### src/rtl/bog_pkg.sv
// Shared definitions for the operand generator.
// Assumes: nothing beyond IEEE 1800-2017.
package bog_pkg;

    // Register action selected once per cycle by the top-level control.
    typedef enum logic [1:0] {
        ACT_HOLD = 2'd0,
        ACT_STEP = 2'd1,
        ACT_LOAD = 2'd2
    } bog_act_e;

    // A zero start value would lock an XOR-feedback register; use 1 instead.
    function automatic logic [63:0] safe_seed(input logic [63:0] seed, input int unsigned width);
        logic [63:0] masked;
        masked = seed & ((64'd1 << width) - 64'd1);
        return (masked == 64'd0) ? 64'd1 : masked;
    endfunction

endpackage

### src/rtl/bog_lfsr.sv
// Fibonacci shift register: shifts toward the MSB and feeds the XOR of the
// tapped stages into bit 0. Reset and reload both go to the seed.
// Assumes: W >= 2; a zero seed is replaced by 1.
module bog_lfsr
    import bog_pkg::*;
#(
    parameter int unsigned W    = 8,
    parameter logic [63:0] SEED = 64'h7B,
    parameter logic [63:0] TAPS = 64'hB8
) (
    input  logic         clk,
    input  logic         rst_n,
    input  bog_act_e     act,
    output logic [W-1:0] state_o
);

    localparam logic [W-1:0] SEED_OK  = W'(safe_seed(SEED, W));
    localparam logic [W-1:0] TAP_MASK = TAPS[W-1:0];

    logic [W-1:0] state_q;
    logic         feedback;

    // Mod-2 sum of the stages selected by the tap mask.
    always_comb begin
        feedback = ^(state_q & TAP_MASK);
    end

    // State register: reset or reload to the seed, otherwise shift or hold.
    always_ff @(posedge clk) begin
        if (!rst_n) begin
            state_q <= SEED_OK;
        end else begin
            case (act)
                ACT_LOAD: state_q <= SEED_OK;
                ACT_STEP: state_q <= {state_q[W-2:0], feedback};
                default:  state_q <= state_q;
            endcase
        end
    end

    assign state_o = state_q;

endmodule

### src/rtl/bog_pattern_ctr.sv
// Counts register steps and raises done once the budget is reached.
// Assumes: PATTERNS >= 1; the caller stops stepping once done is high.
module bog_pattern_ctr
    import bog_pkg::*;
#(
    parameter int unsigned PATTERNS = 255
) (
    input  logic     clk,
    input  logic     rst_n,
    input  bog_act_e act,
    output logic     done
);

    localparam int unsigned CW = $clog2(PATTERNS + 1);
    localparam logic [CW-1:0] LIMIT = CW'(PATTERNS);

    logic [CW-1:0] count_q;

    // Step counter: cleared by reset or reload, incremented on each step.
    always_ff @(posedge clk) begin
        if (!rst_n) begin
            count_q <= '0;
        end else begin
            case (act)
                ACT_LOAD: count_q <= '0;
                ACT_STEP: count_q <= (count_q == LIMIT) ? count_q : count_q + 1'b1;
                default:  count_q <= count_q;
            endcase
        end
    end

    // Budget reached.
    always_comb begin
        done = (count_q == LIMIT);
    end

endmodule

### src/rtl/bog_replicate.sv
// Copies a SLICE_W-bit window of the source, starting at OFFSET, across
// OUT_W output bits. A final partial copy takes the low bits of the window.
// Assumes: OFFSET + SLICE_W <= SRC_W.
module bog_replicate #(
    parameter int unsigned SRC_W   = 8,
    parameter int unsigned SLICE_W = 4,
    parameter int unsigned OFFSET  = 0,
    parameter int unsigned OUT_W   = 16
) (
    input  logic [SRC_W-1:0] src,
    output logic [OUT_W-1:0] dst
);

    // One wire per output bit, chosen by its position within the slice.
    for (genvar i = 0; i < OUT_W; i++) begin : g_bit
        assign dst[i] = src[OFFSET + (i % SLICE_W)];
    end

endmodule

### src/rtl/bist_operand_gen.sv
// Self-test operand source: an LFSR whose low and next slices are replicated
// across the A and B buses, plus a pattern budget that freezes the sequence.
// Assumes: LFSR_W >= 2*SLICE_W; TAPS give a maximal-length sequence.
module bist_operand_gen
    import bog_pkg::*;
#(
    parameter int unsigned LFSR_W   = 8,
    parameter logic [63:0] SEED     = 64'h7B,
    parameter logic [63:0] TAPS     = 64'hB8,
    parameter int unsigned SLICE_W  = 4,
    parameter int unsigned OPA_W    = 16,
    parameter int unsigned OPB_W    = 16,
    parameter int unsigned PATTERNS = 255
) (
    input  logic             clk,
    input  logic             rst_n,
    input  logic             en,
    input  logic             load,
    output logic [OPA_W-1:0] op_a,
    output logic [OPB_W-1:0] op_b,
    output logic             done
);

    localparam int unsigned B_OFFSET = SLICE_W;

    bog_act_e          act;
    logic [LFSR_W-1:0] lfsr_q;

    // Action select: reload wins, then a step if the budget is not spent.
    always_comb begin
        if (load) begin
            act = ACT_LOAD;
        end else if (en && !done) begin
            act = ACT_STEP;
        end else begin
            act = ACT_HOLD;
        end
    end

    bog_lfsr #(
        .W    (LFSR_W),
        .SEED (SEED),
        .TAPS (TAPS)
    ) lfsr_i (
        .clk     (clk),
        .rst_n   (rst_n),
        .act     (act),
        .state_o (lfsr_q)
    );

    bog_pattern_ctr #(
        .PATTERNS (PATTERNS)
    ) ctr_i (
        .clk   (clk),
        .rst_n (rst_n),
        .act   (act),
        .done  (done)
    );

    bog_replicate #(
        .SRC_W   (LFSR_W),
        .SLICE_W (SLICE_W),
        .OFFSET  (0),
        .OUT_W   (OPA_W)
    ) rep_a_i (
        .src (lfsr_q),
        .dst (op_a)
    );

    bog_replicate #(
        .SRC_W   (LFSR_W),
        .SLICE_W (SLICE_W),
        .OFFSET  (B_OFFSET),
        .OUT_W   (OPB_W)
    ) rep_b_i (
        .src (lfsr_q),
        .dst (op_b)
    );

endmodule

### config.mk
export PLATFORM = sky130hd
export DESIGN_NAME = bist_operand_gen
export DESIGN_NICKNAME = d
export VERILOG_FILES = /design/src/rtl/bog_pkg.sv /design/src/rtl/bog_lfsr.sv /design/src/rtl/bog_pattern_ctr.sv /design/src/rtl/bog_replicate.sv /design/src/rtl/bist_operand_gen.sv
export SDC_FILE = /design/constraint.sdc
export NUM_CORES = 1
export LEC_CHECK = 0
export ABC_AREA = 1
export BUFFER_PORTS_ARGS = -buffer_cell sky130_fd_sc_hd__buf_2
export CAP_MARGIN = 20
export CORE_MARGIN = 5
export CORE_UTILIZATION = 44
export DETAILED_ROUTE_END_ITERATION = 8
export PLACE_DENSITY = 0.77
export SETUP_SLACK_MARGIN = 0.15
export SLEW_MARGIN = 20
export SYNTH_ARGS = -nofsm -noshare
export SYNTH_HDL_FRONTEND = slang
export SYNTH_SLANG_ARGS = --single-unit
export TNS_END_PERCENT = 30
### constraint.sdc
create_clock -name clk -period 1.3 [get_ports clk]
set_input_delay 0.195 -clock clk [delete_from_list [all_inputs] [get_ports clk]]
set_output_delay 0.195 -clock clk [all_outputs]
set_load 0.03 [all_outputs]
# After elaboration in Yosys (flattened, before gate mapping)
# Index checks and enable logic that the tools add are counted.
# totals
register_bits	16
latchBits	0
ramBits	0
mem_bits_ro	0
inputBits	4
out_inout_bits	33
elab_cells	17
mem_count	0
# op_classes
addsub	1
multipliers	0
div_mod_pow	0
order_cmp	0
n_eq_ne	4
shifts	0
muxes	5
bitwise	0
n_reduce_logical	5
# ops
operator	count
$pmux W8 S2	2
$add A8 B1 Y8 const B	1
$eq A8 B8 Y1 const B	1
$mux W8	1
$reduce_xor A8 Y1	1
$eq A2 B1 Y1 const B	1
$eq A2 B2 Y1 const B	1
$mux W2	1
$ne A2 B2 Y1 const B	1
$reduce_and A2 Y1	1
$reduce_bool A2 Y1	1
$logic_and A1 B1 Y1	1
$logic_not A1 Y1	1
$mux W1	1

# Depth between registers and ports, before layout
# depth
ltp_word	8
depth_mapped	9

# By module
# A second synthesis with hierarchy kept.
# unflattened
cells_unflattened	162
area_unflattened_um2	1108.6
# by_module_without_submodules
module	n_inst	cells_each	area_each_um2	seq_area_each_um2
bog_pattern_ctr	1	75	490.5	160.2
bog_lfsr	1	52	364.1	160.2
bog_replicate	2	16	120.1	0.0
bist_operand_gen	1	3	13.8	0.0

# Worst setup path before layout
# No wires, ideal clock.
# synth_timing
path_type	register to output
start	reg ctr_i.count_q[0]
end	out done
arrival_ns	1.150
t_required_ns	1.105
setup_slack_ns	-0.045
path_stages_with_launch	7
path_buffers	1
path_cell_list	dfxtp_1 -> ha_1 -> nand2_2 -> nor2_4 -> nand2_4 -> buf_6 -> inv_1
# synth_via
elab_chain_len	1
# synth_lines
item	line	text
start: declaration	bog_pattern_ctr.sv:17	logic [CW-1:0] count_q;
start signal: assignment	bog_pattern_ctr.sv:26	ACT_STEP: count_q <= (count_q == LIMIT) ? count_q : count_q + 1'b1;
start signal: assignment	bog_pattern_ctr.sv:27	default: count_q <= count_q;
$eq A8 B8 Y1	bog_pattern_ctr.sv:34	done = (count_q == LIMIT);
end: declaration	bist_operand_gen.sv:21	output logic done
# Every way passes these cells.

# Worst setup path in the final report
# layout_timing
start	reg ctr_i.count_q[1]
end	out done
# The elaborated chain is that of the path after synthesis.

==> summary.txt <==
Drt
  – Vias: 1,025
  – Final WL: 2.41 mm
  – Antenna viol nets, final: 0
  – DRT Pass-1 Iters: 5
  – Avg WL per Cell: between 10 and 15 um
  – Via-to-Cell Ratio: between 5 and 6
  – DRC Markers: 0
  – Initial DRC Count: 32

Critical path
  – CP Launch Type: flop
  – Critical Path RT: between 1000 and 1500 ps
  – Critical Path Fanout Max: 2
  – Kind of critical path: flop to primary output
  – Critical path arrival: roughly 1300 ps
  – CP endpoint kind: primary output

Logic synthesis
  – Post-synthesis cell type count: 19
  – Post-synth EDFFs: 0
  – Net Count, Synth: 153
  – Syn Inst Count: 148
  – Most common flop cell mapped by yosys: dfxtp_1
  – Sequential share of the synthesized area: 30.3%
  – Post-synth ARST share: 0%
  – Avg Cell Area, Syn: 7.14 um^2
  – Area of the mapped netlist: around 1100 um^2
  – Ys Warns: 0
  – Flops & latches, synth: 16

Run status
  – Failing checks: negative setup slack
  – Status: finished with violations

Timing
  – Post-route minimum period: 1460 ps
  – RSZ-0062 raised after global routing: true
  – Worst Tran Pin Value: 489 ps
  – Max Slew Vio Count: 0
  – Max transition margin: 67.4%
  – Achievable frequency: 683 MHz
  – Final setup margin: -164 ps
  – Setup tns final: -955 ps
  – Final Setup Violations: 15
  – Hold Fails Final Rpt: 0
  – Fin crit share: 113%
  – Worst Skew: about 1.3 ps

CTS
  – H-tree depth: 1
  – Worst-path clk slew: about 90 ps
  – Cts bufs inserted: 3
  – Clk Tree Root Cell: clkbuf_4
  – Clk buf depth: 2
  – Clock sink total: 16
  – CTS Hold Bufs: 0
  – CTS tree: built
  – Clock Latency Late Sink: 290 ps

Power and ir drop
  – Clk pwr share: 27.6%
  – Pint: 0.655 mW
  – Switch share: between 20 and 30%
  – Tot Pwr: ~0.93 mW
  – Peak VDD IR: 520 uV
  – Power share of the combinational group: 17.8%
  – LEAKAGE: 0.630 nW
  – Register share of total power: between 50% and 60%
  – Switching power: 0.273 mW
  – Cell Pwr Density: 704 nW/um^2

Global routing
  – Vias in the first global route: 853
  – Largest net degree at the start of global routing: 18
  – Initial antenna violation count: 0
  – First-pass GRT wire length: 3.55 mm
  – Gr usage total: 13.2%
  – Final global-route overflow total: 0

Hold path
  – HP Class: primary input to flop

Placement
  – GP Congestion: ~0.74
  – Post-DP HPWL: approximately 1.6 mm
  – # port buffers: 36

Floorplan
  – Cell Rows: 17
  – Die ar.: 3480 um^2
  – Starting Density: a little under half
  – Die extent in y: 59.0 um
  – Die width: 59.0 um
  – Core Area: ~2300 um^2
  – I/O pin cnt: 37

Final layout
  – Area grow syn2layout: 24.9%
  – Ant. Diodes: 0
  – Fin nets: 180
  – Fraction of layout cells with a size suffix above 1: 42.8%

Flow run
  – Max_cap viols: 0
## kinds of logic after synthesis
kind of cell / Yosys count / synth area share (%)
XOR/XNOR: 4 / 3.32
AND/OR/NAND/NOR: 77 / 35.7
AO/OA/AOI/OAI: 7 / 3.32
adder cells (fa/ha/maj): 1 / 1.18
flip-flops: 16 / 30.3
buffers and inverters: 43 / 26.2
## final cells by class
cell class | instances | area [um^2]
sequential | 16 | 329
inverter | 14 | 56.3
multi-input combinational | 90 | 553
timing repair buffer | 50 | 323
clock buffer | 3 | 22.5
fill | 194 | 936
tap | 28 | 35.0
## synth_stat cells (2+ instances only)
cell       n  area [um^2]
nand3b_1   5         37.5
nand4_1    9         56.3
nor2_4     2         22.5
nand2_4    2         22.5
nor2_1    17         63.8
dfxtp_1   16          320
inv_1     14         52.6
o21ai_1    2         10.0
xor2_1     2         17.5
nand3_1   11         55.1
buf_2      2         10.0
xnor2_1    2         17.5
buf_4     25          188
nand2_1   30          113
a21oi_1    5         25.0
## sequential cells by signal, indices dropped and copies added (netlist names)
name,flops
lfsr_i.state_o,8
ctr_i.count_q,8
## repair_timing
item                                    in CTS  in global routing
pin swaps                                    3                  7
endpoints found under the setup margin      32                 43
setup buffers                                8                  2
resized for setup                            4                 24
gates cloned                                 0                  1
## worst paths after layout
kind	start	end	slack [ps]	cells after the start
min	rst_n	lfsr_i.state_o[3]	140	2
max reg2reg	ctr_i.count_q[1]	ctr_i.count_q[3]	-120	10
max	ctr_i.count_q[1]	done	-160	6
min reg2reg	ctr_i.count_q[7]	ctr_i.count_q[7]	520	2
## through the flow
stage          hold WS (ps)  setup WS [ps]  std cells  cell area [um^2]  util, %
2_1_floorplan           257           79.6        148              1080        -
3_3_place_gp            432           22.2        187              1110     49.1
3_5_place_dp            434          -16.6        187              1110     49.1
4_1_cts                 140           -128        198              1210     53.5
5_1_grt                 130           -222        201              1320     58.5
6_report                142           -164        201              1320     58.5
## worst max-delay path, stage by stage (launching register included)
cell and delay (ps):
dfxtp_2 360, ha_4 150, nand2_4 60, nor2_4 140
nand2_4 80, clkinvlp_4 70, buf_6 120
## power groups by stage
stage | combinational (mW) | sequential, mW | clock [mW]
after floorplan | 0.115 | 0.533 | 0
after global placement | 0.140 | 0.521 | 0
after global routing | 0.178 | 0.509 | 0.293
final | 0.165 | 0.507 | 0.256
after CTS | 0.148 | 0.509 | 0.265
after detailed placement | 0.141 | 0.522 | 0
## routing by layer
layer | track usage [%] | wire length (um)
met1 | 14.4 | 969
met2 | 23.3 | 1200
met3 | 5.23 | 201
met4 | 3.88 | 36
met5 | 0 | 0
## placed cells by master (no fill, tap or decap)
cell	netlist	routed
ha_4	0	1
nand2_8	0	2
xnor2_1	2	2
a21oi_2	0	3
buf_6	1	2
buf_2	2	27
a21oi_1	5	2
dfxtp_4	0	2
clkinvlp_4	0	1
nand3_1	11	6
clkbuf_4	0	11
nand2_4	2	2
inv_1	14	13
nand3b_1	5	5
buf_8	1	1
o21ai_1	2	1
dfxtp_2	0	1
nand2_1	30	30
nor2_4	2	3
buf_4	25	12
dfxtp_1	16	13
xor2_1	2	2
nand3_2	0	5
o21ai_2	0	1
nand4_1	9	9
nor2_1	17	16
(Power assumes the default switching activity.)
